<file path="config.mk">
export PLATFORM = sky130hd
export DESIGN_NAME = bus_phase_ctrl
export DESIGN_NICKNAME = d
export VERILOG_FILES = /design/src/rtl/bus_phase_pkg.sv /design/src/rtl/bus_wait_ctr.sv /design/src/rtl/bus_phase_fsm.sv /design/src/rtl/bus_phase_dp.sv /design/src/rtl/bus_phase_ctrl.sv
export SDC_FILE = /design/constraint.sdc
export NUM_CORES = 1
export LEC_CHECK = 0
export CELL_PAD_IN_SITES_DETAIL_PLACEMENT = 0
export CELL_PAD_IN_SITES_GLOBAL_PLACEMENT = 1
export CORE_AREA = 5 5 86 88
export DETAILED_ROUTE_END_ITERATION = 12
export DIE_AREA = 0 0 91 93
export DONT_BUFFER_PORTS = 1
export HOLD_SLACK_MARGIN = 0.12
export PLACE_DENSITY = 0.65
export SLEW_MARGIN = 25
export SYNTH_ARGS = -nofsm -noshare
export SYNTH_HDL_FRONTEND = slang
export SYNTH_SLANG_ARGS = --single-unit
</file>
<file path="constraint.sdc">
create_clock -name clk_i -period 2.9 [get_ports clk_i]
set_clock_uncertainty 0.05 [all_clocks]
set_input_delay 0.29 -clock clk_i [delete_from_list [all_inputs] [get_ports clk_i]]
set_output_delay 0.29 -clock clk_i [all_outputs]
set_load 0.03 [all_outputs]
</file>
<file path="src/rtl/bus_phase_pkg.sv">
package bus_phase_pkg;
  typedef enum logic [2:0] {
    PH_IDLE  = 3'd0,
    PH_ADDR  = 3'd1,
    PH_LATCH = 3'd2,
    PH_DATA  = 3'd3,
    PH_CAPT  = 3'd4
  } phase_e;
endpackage

</file>
<file path="src/rtl/bus_wait_ctr.sv">
module bus_wait_ctr #(
  parameter int WS_W = 4
) (
  input  logic            clk_i,
  input  logic            rst_ni,
  input  logic            load_i,
  input  logic [WS_W-1:0] load_val_i,
  input  logic            dec_i,
  output logic            zero_o
);
  logic [WS_W-1:0] cnt_q;

  always_ff @(posedge clk_i or negedge rst_ni) begin
    if (!rst_ni)                   cnt_q <= '0;
    else if (load_i)               cnt_q <= load_val_i;
    else if (dec_i && cnt_q != '0) cnt_q <= cnt_q - 1'b1;
  end

  assign zero_o = (cnt_q == '0);
endmodule

</file>
<file path="src/rtl/bus_phase_fsm.sv">
module bus_phase_fsm
  import bus_phase_pkg::*;
#(
  parameter bit USE_RDY = 1'b1
) (
  input  logic   clk_i,
  input  logic   rst_ni,
  input  logic   req_i,
  input  logic   waits_zero_i,
  input  logic   mem_rdy_i,
  output phase_e phase_o,
  output logic   accept_o,
  output logic   wait_dec_o,
  output logic   data_end_o
);
  phase_e phase_q, phase_d;
  logic   rdy_eff;

  // variant: honour the memory ready line or run on the programmed count only
  generate
    if (USE_RDY) begin : g_rdy
      assign rdy_eff = mem_rdy_i;
    end else begin : g_no_rdy
      logic unused_rdy;
      assign unused_rdy = mem_rdy_i;
      assign rdy_eff    = 1'b1;
    end
  endgenerate

  assign accept_o   = (phase_q == PH_IDLE) && req_i;
  assign wait_dec_o = (phase_q == PH_DATA) && !waits_zero_i;
  // ready only counts once the programmed waits are spent
  assign data_end_o = (phase_q == PH_DATA) && waits_zero_i && rdy_eff;

  always_comb begin
    phase_d = phase_q;
    unique case (phase_q)
      PH_IDLE:  if (req_i) phase_d = PH_ADDR;
      PH_ADDR:  phase_d = PH_LATCH;
      PH_LATCH: phase_d = PH_DATA;
      PH_DATA:  if (data_end_o) phase_d = PH_CAPT;
      PH_CAPT:  phase_d = PH_IDLE;
      default:  phase_d = PH_IDLE;
    endcase
  end

  always_ff @(posedge clk_i or negedge rst_ni) begin
    if (!rst_ni) phase_q <= PH_IDLE;
    else         phase_q <= phase_d;
  end

  assign phase_o = phase_q;
endmodule

</file>
<file path="src/rtl/bus_phase_dp.sv">
module bus_phase_dp #(
  parameter int ADDR_W = 16,
  parameter int DATA_W = 16
) (
  input  logic              clk_i,
  input  logic              rst_ni,
  input  logic              accept_i,
  input  logic              data_end_i,
  input  logic [ADDR_W-1:0] addr_i,
  input  logic              we_i,
  input  logic [DATA_W-1:0] wdata_i,
  input  logic [DATA_W-1:0] bus_rdata_i,
  output logic [ADDR_W-1:0] addr_q_o,
  output logic              we_q_o,
  output logic [DATA_W-1:0] wdata_q_o,
  output logic [DATA_W-1:0] rdata_o
);
  always_ff @(posedge clk_i or negedge rst_ni) begin
    if (!rst_ni) begin
      addr_q_o  <= '0;
      we_q_o    <= 1'b0;
      wdata_q_o <= '0;
    end else if (accept_i) begin
      addr_q_o  <= addr_i;
      we_q_o    <= we_i;
      wdata_q_o <= wdata_i;
    end
  end

  // hold register: loads at the edge closing the data phase, reads only
  always_ff @(posedge clk_i or negedge rst_ni) begin
    if (!rst_ni)                   rdata_o <= '0;
    else if (data_end_i && !we_q_o) rdata_o <= bus_rdata_i;
  end
endmodule

</file>
<file path="src/rtl/bus_phase_ctrl.sv">
module bus_phase_ctrl
  import bus_phase_pkg::*;
#(
  parameter int ADDR_W  = 16,
  parameter int DATA_W  = 16,
  parameter int WS_W    = 4,
  parameter bit USE_RDY = 1'b1
) (
  input  logic              clk_i,
  input  logic              rst_ni,
  input  logic              req_i,
  input  logic              we_i,
  input  logic [ADDR_W-1:0] addr_i,
  input  logic [DATA_W-1:0] wdata_i,
  input  logic [WS_W-1:0]   ws_cfg_i,
  input  logic              mem_rdy_i,
  input  logic [DATA_W-1:0] bus_rdata_i,
  output logic              done_o,
  output logic [DATA_W-1:0] rdata_o,
  output logic [ADDR_W-1:0] bus_addr_o,
  output logic              bus_as_o,
  output logic              bus_rd_o,
  output logic              bus_wr_o,
  output logic [DATA_W-1:0] bus_wdata_o
);
  phase_e            phase;
  logic              accept, wait_dec, data_end, waits_zero;
  logic [ADDR_W-1:0] addr_q;
  logic              we_q;
  logic [DATA_W-1:0] wdata_q;
  logic              active, strobe;

  bus_phase_fsm #(.USE_RDY(USE_RDY)) u_fsm (
    .clk_i        (clk_i),
    .rst_ni       (rst_ni),
    .req_i        (req_i),
    .waits_zero_i (waits_zero),
    .mem_rdy_i    (mem_rdy_i),
    .phase_o      (phase),
    .accept_o     (accept),
    .wait_dec_o   (wait_dec),
    .data_end_o   (data_end)
  );

  bus_wait_ctr #(.WS_W(WS_W)) u_wait (
    .clk_i      (clk_i),
    .rst_ni     (rst_ni),
    .load_i     (accept),
    .load_val_i (ws_cfg_i),
    .dec_i      (wait_dec),
    .zero_o     (waits_zero)
  );

  bus_phase_dp #(.ADDR_W(ADDR_W), .DATA_W(DATA_W)) u_dp (
    .clk_i       (clk_i),
    .rst_ni      (rst_ni),
    .accept_i    (accept),
    .data_end_i  (data_end),
    .addr_i      (addr_i),
    .we_i        (we_i),
    .wdata_i     (wdata_i),
    .bus_rdata_i (bus_rdata_i),
    .addr_q_o    (addr_q),
    .we_q_o      (we_q),
    .wdata_q_o   (wdata_q),
    .rdata_o     (rdata_o)
  );

  assign active      = (phase != PH_IDLE);
  assign strobe      = (phase == PH_LATCH) || (phase == PH_DATA) || (phase == PH_CAPT);
  assign bus_as_o    = active;
  assign bus_addr_o  = active ? addr_q : '0;
  assign bus_rd_o    = strobe && !we_q;
  assign bus_wr_o    = strobe && we_q;
  assign bus_wdata_o = bus_wr_o ? wdata_q : '0;
  assign done_o      = (phase == PH_CAPT);
endmodule

</file>
### After elaboration in Yosys (flattened, before gate mapping)

Cells that the tools add are included.

| operators by class | value |
|---|---|
| add/sub/neg operators | 1 |
| reduce and logical (&&, ||, !) cells | 18 |
| eq/ne operators | 6 |
| mux-type cells | 7 |

Operators by type and width:

| operator | count |
|---|---|
| 2-to-1 mux 16 bit | 2 |
| case mux 3 bit (4 select lines) | 1 |
| logical AND 1 bit | 8 |
| 2-to-1 mux 4 bit | 2 |
| == test 3 x 2 -> 1 bit, second input constant | 2 |
| 2-to-1 mux 3 bit | 2 |
| logical NOT 4 bit | 1 |
| nonzero test 4 bit | 1 |
| subtractor 4 x 1 -> 4 bit, second input constant | 1 |
| == test 3 x 1 -> 1 bit, second input constant | 1 |
| == test 3 bit, second input constant | 1 |
| logical NOT 3 bit | 1 |
| nonzero test 3 bit | 1 |
| logical NOT 1 bit | 2 |
| logical OR 1 bit | 2 |
| inequality test 2 x 1 -> 1 bit, second input constant | 1 |
| inequality test 2 bit, second input constant | 1 |
| AND reduction 2 bit | 1 |
| nonzero test 2 bit | 1 |

| word-level totals | value |
|---|---|
| bits of input ports | 57 |
| output and inout port bits | 52 |
| register bits | 56 |

### Depth between registers and ports, before layout

| logic depth | value |
|---|---|
| depth after elaboration | 6 |
| gate-level depth with buffers | 7 |
| depth with buffers taken out | 5 |

### Hierarchy

From an unflattened synthesis, not the netlist that was laid out.

| second synthesis, totals | value |
|---|---|
| cells, all modules | 208 |
| area, all modules | 2,656.3 um2 |

By module, submodules not included:

| module | area an instance (um2) | cells each | instances |
|---|---|---|---|
| bus_phase_dp | 1,869.3 | 105 | 1 |
| bus_phase_ctrl | 367.9 | 62 | 1 |
| bus_wait_ctr | 270.3 | 27 | 1 |
| bus_phase_fsm | 148.9 | 14 | 1 |

### Worst setup path before layout

Ideal clock, no wire load.

| timing path | value |
|---|---|
| kind | reg-to-output |
| start point | register u_fsm.phase_q[1], in the netlist u_fsm.phase_o[1] |
| end point | output port bus_wdata_o[10] |
| data arrival time | 2.454 ns |
| buffers on the path | 2 |
| stages on the path, launching flop included | 6 |
| setup slack | 0.106 ns |
| path through | dfrtp_1 > buf_6 > nor3b_1 > o21a_1 > clkbuf_1 > and2_1 |

RTL lines:

| element | RTL line | text |
|---|---|---|
| start: declaration | bus_phase_fsm.sv:16 | `phase_e phase_q, phase_d;` |
| start signal: assignment | bus_phase_fsm.sv:49 | `else phase_q <= phase_d;` |
| == test 3 bit | - |  |
| via done_o | bus_phase_ctrl.sv:18 | `output logic done_o,` |
| logical OR 1 bit | bus_phase_ctrl.sv:70 | `assign strobe = (phase == PH_LATCH) \|\| (phase == PH_DATA) \|\| (phase == PH_CAPT);` |
| logical AND 1 bit | bus_phase_ctrl.sv:74 | `assign bus_wr_o = strobe && we_q;` |
| via bus_wr_o | bus_phase_ctrl.sv:23 | `output logic bus_wr_o,` |
| 2-to-1 mux 16 bit | bus_phase_ctrl.sv:75 | `assign bus_wdata_o = bus_wr_o ? wdata_q : '0;` |
| end: declaration | bus_phase_ctrl.sv:24 | `output logic [DATA_W-1:0] bus_wdata_o` |

The timed path passes the listed nets, and every way through them passes these cells.

### Final worst setup path

| timing path | value |
|---|---|
| start point | register u_fsm.phase_q[1], in the netlist u_fsm.phase_o[1] |
| end point | output port bus_wdata_o[3] |

| on the way | value |
|---|---|
| longest elaborated chain between the ends | 5 |

Ends and longest elaborated chain:

| element | RTL line |
|---|---|
| == test 3 x 2 -> 1 bit | bus_phase_ctrl.sv:70 |
| logical OR 1 bit | bus_phase_ctrl.sv:70 |
| logical OR 1 bit (*) | bus_phase_ctrl.sv:70 |
| logical AND 1 bit (*) | bus_phase_ctrl.sv:74 |
| 2-to-1 mux 16 bit (*) | bus_phase_ctrl.sv:75 |

Mark *: on every way between the ends. The rest lies on a longest branch, timed or not.

==> run metrics <==
outcome finished clean; Peak Freq around 0.42 GHz; GRT Overall Usage 14.7%; clock sink count 56; H-tree levels 2; Worst EP arrival 2.06 ns; Port Buffers 0; GR Overflow Total 0; minimum period implied by the final worst setup slack around 2.4 ns; Top Ports between 100 and 150; n_diodes 0; top cells by area, synth dfrtp_1 (57%), mux2_2 (21%), nor2b_1 (4.3%), and2_1 (4.0%), o211ai_1 (1.2%); ANT nets after route 0; Worst-Margin Slew 0.633 ns; row cnt 30; ys flop type dfrtp_1; Via density about 5.0; insertion delay to the later sink of the worst-skew pair 0.30 ns; Syn. warnings 0; Worst VDD drop 0.512 mV; area delta synth->final 35.8%; Seq/Total Area, Yosys 56.7%; Leakage Power approximately 1.5 nW; area share of the largest cell type after synthesis 56.7%; compound-cell area share of the yosys netlist 3.03%; Synth area leader dfrtp_1; Final Max Tran Viols 0; post-synthesis mux area share 22.3%; Post-Synth Simple-Gate Area around 15%; RSZ-0062 raised after global routing false; top-count cell post-synth dfrtp_1; Hold Worst Slack 0.135 ns; largest family of logic cells by synthesized area multiplexers; Clk pin slew, worst setup/hold paths around 0.09 ns; Cells after Synth 188; adder-cell area share of the yosys netlist 0.506%; combinational power share 40.9%; Worst setup SP type register; drt first pass iters 4; class of the worst hold path in2reg; Max-slew headroom 57.7%; Fin. Hold Viols 0; crit path capture type primary output; fin nets 320; GP Congestion between 0.7 and 0.8; Seq cells post-synth 56; first-pass GRT wire length 9810 um; CTS buffer count 5; post-DR wirelength/cell 17.6 um; max cap viols 0; WL final between 6000 and 7000 um; FILL cells 549; setup TNS 0 ns; post-DP HPWL just over 4000 um; Psw 1.54 mW; Worst Path Max Fanout 17; Reg power frac 45.3%; core area 6570 um2; CTS root buf clkbuf_8; clock share of power between 10% and 20%; clock tree buffer depth 2; Die W 91 um; Final Setup Violations 0; Post-synth EDFFs 0; vias in the first global route about 1900; Post-Synth XOR/XNOR Area 0%; largest net degree at the start of global routing 57; Cell Area, Synth approximately 2500 um2; PD cells 1060 nW/um2; Final period util 82.8%; Remaining DRCs 0; CTS tree built; Avg Cell Area, Syn between 10 and 15 um2; Syn Nets 246; 1st-iter DRT viols 58; layout cell share with drive strength beyond 1 30.8%; required time of the critical path around 2.6 ns; Die Y 93 um; vias between 1500 and 2000; Synth async-reset ratio 100%; initial antenna violation count 0; Netlist cell types 30; CP Class reg2out; Sw Share 43.1%; most common library cells after synthesis dfrtp_1 (56), mux2_2 (47), nor2b_1 (17); die area roughly 8500 um2; internal power roughly 2 mW; Initial Util between 30% and 40%
-- final cells by class --
class / count / area, um2 / area share [%]
flip-flops and latches: 56 / 1400 / 41.7
multi-input cells: 118 / 1000 / 29.9
repair buffers: 77 / 731 / 21.8
well taps: 80 / 100 / 2.98
clock buffers: 6 / 72.6 / 2.16
clock inverters: 2 / 35.0 / 1.04
inverters: 4 / 15.0 / 0.447
-- cell families after synthesis --
kind of cell | after synthesis
AOI/OAI and AO/OA | 11
and+or+nand+nor | 57
muxes | 49
adders and majority gates | 1
DFF | 56
buffers and inverters | 14
-- cell usage in the layout (no fill, tap or decap), types with 2 or more instances in the layout --
master / n
inv_1: 4
clkbuf_8: 5
and2_1: 16
mux2_1: 2
nor2_1: 5
o211ai_1: 4
dfrtp_1: 56
nor3b_1: 2
nand2b_1: 2
mux2_2: 47
dlygate4sd3_1: 53
o21ai_0: 2
nand3_1: 5
nor2b_1: 17
buf_4: 23
-- state kept, by name, indices dropped and copies added, names as in the netlist --
register	count
u_dp.we_q_o	1
u_fsm.phase_o	3
u_dp.addr_q_o	16
u_wait.cnt_q	4
u_dp.wdata_q_o	16
u_dp.rdata_o	16
-- layer usage --
metal / GRT usage (%) / part of all wire (%) / wire length (um) / vias to the layer above
li1: - / - / - / 799
met1: 16.1 / 38 / 2270 / 839
met4: 4.77 / 1.6 / 96 / 0
met2: 25.7 / 53 / 3190 / 67
met3: 5.95 / 8.2 / 495 / 10
met5: 0 / 0 / 0 / -
-- timing repair --
| item | in CTS | in global routing |
|---|---|---|
| setup buffers | 0 | 0 |
| hold endpoints to repair | 109 | 0 |
| hold buffers | 54 | 0 |
| resized for setup | 0 | 0 |
-- worst paths after layout --
path / endpoint / start / cells after the start / slack [ns]
min in group asynchronous: u_dp.wdata_q_o[9] / rst_ni / 2 / 0.46
setup / recovery: bus_wdata_o[3] / u_fsm.phase_o[1] / 5 / 0.50
max in group asynchronous: u_dp.addr_q_o[1] / rst_ni / 2 / 2.10
hold / removal: u_wait.cnt_q[1] / req_i / 2 / 0.14
hold reg to reg: u_dp.addr_q_o[15] / u_dp.addr_q_o[15] / 1 / 0.44
setup reg to reg: u_dp.rdata_o[15] / u_wait.cnt_q[0] / 6 / 0.71
-- power groups by stage --
stage	sequential, mW	combinational [mW]	clock [mW]
finish	1.62	1.46	0.492
global route	1.67	1.58	0.546
CTS	1.61	1.47	0.512
detailed placement	1.62	1.40	0
global placement	1.61	1.35	0
floorplan	1.53	1.14	0
-- critical path, cell delays in order (launching register included) --
cell and delay, ns:
dfrtp_1 0.48, nor3b_1 0.22, buf_4 0.21, o21a_1 0.48
and2_1 0.21, buf_4 0.16
-- metrics by stage --
stage	worst slack, ns	power (mW)	instances	util [%]	cell area [um2]
final	0.499	3.57	343	51.1	3360
after floorplan	0.106	2.67	188	-	2470
after CTS	0.461	3.60	343	51.1	3360
after detailed placement	0.744	3.02	281	41.0	2690
after global routing	0.308	3.79	343	51.1	3360
after global placement	0.821	2.95	281	41.0	2690
(Power assumes the default switching activity.)
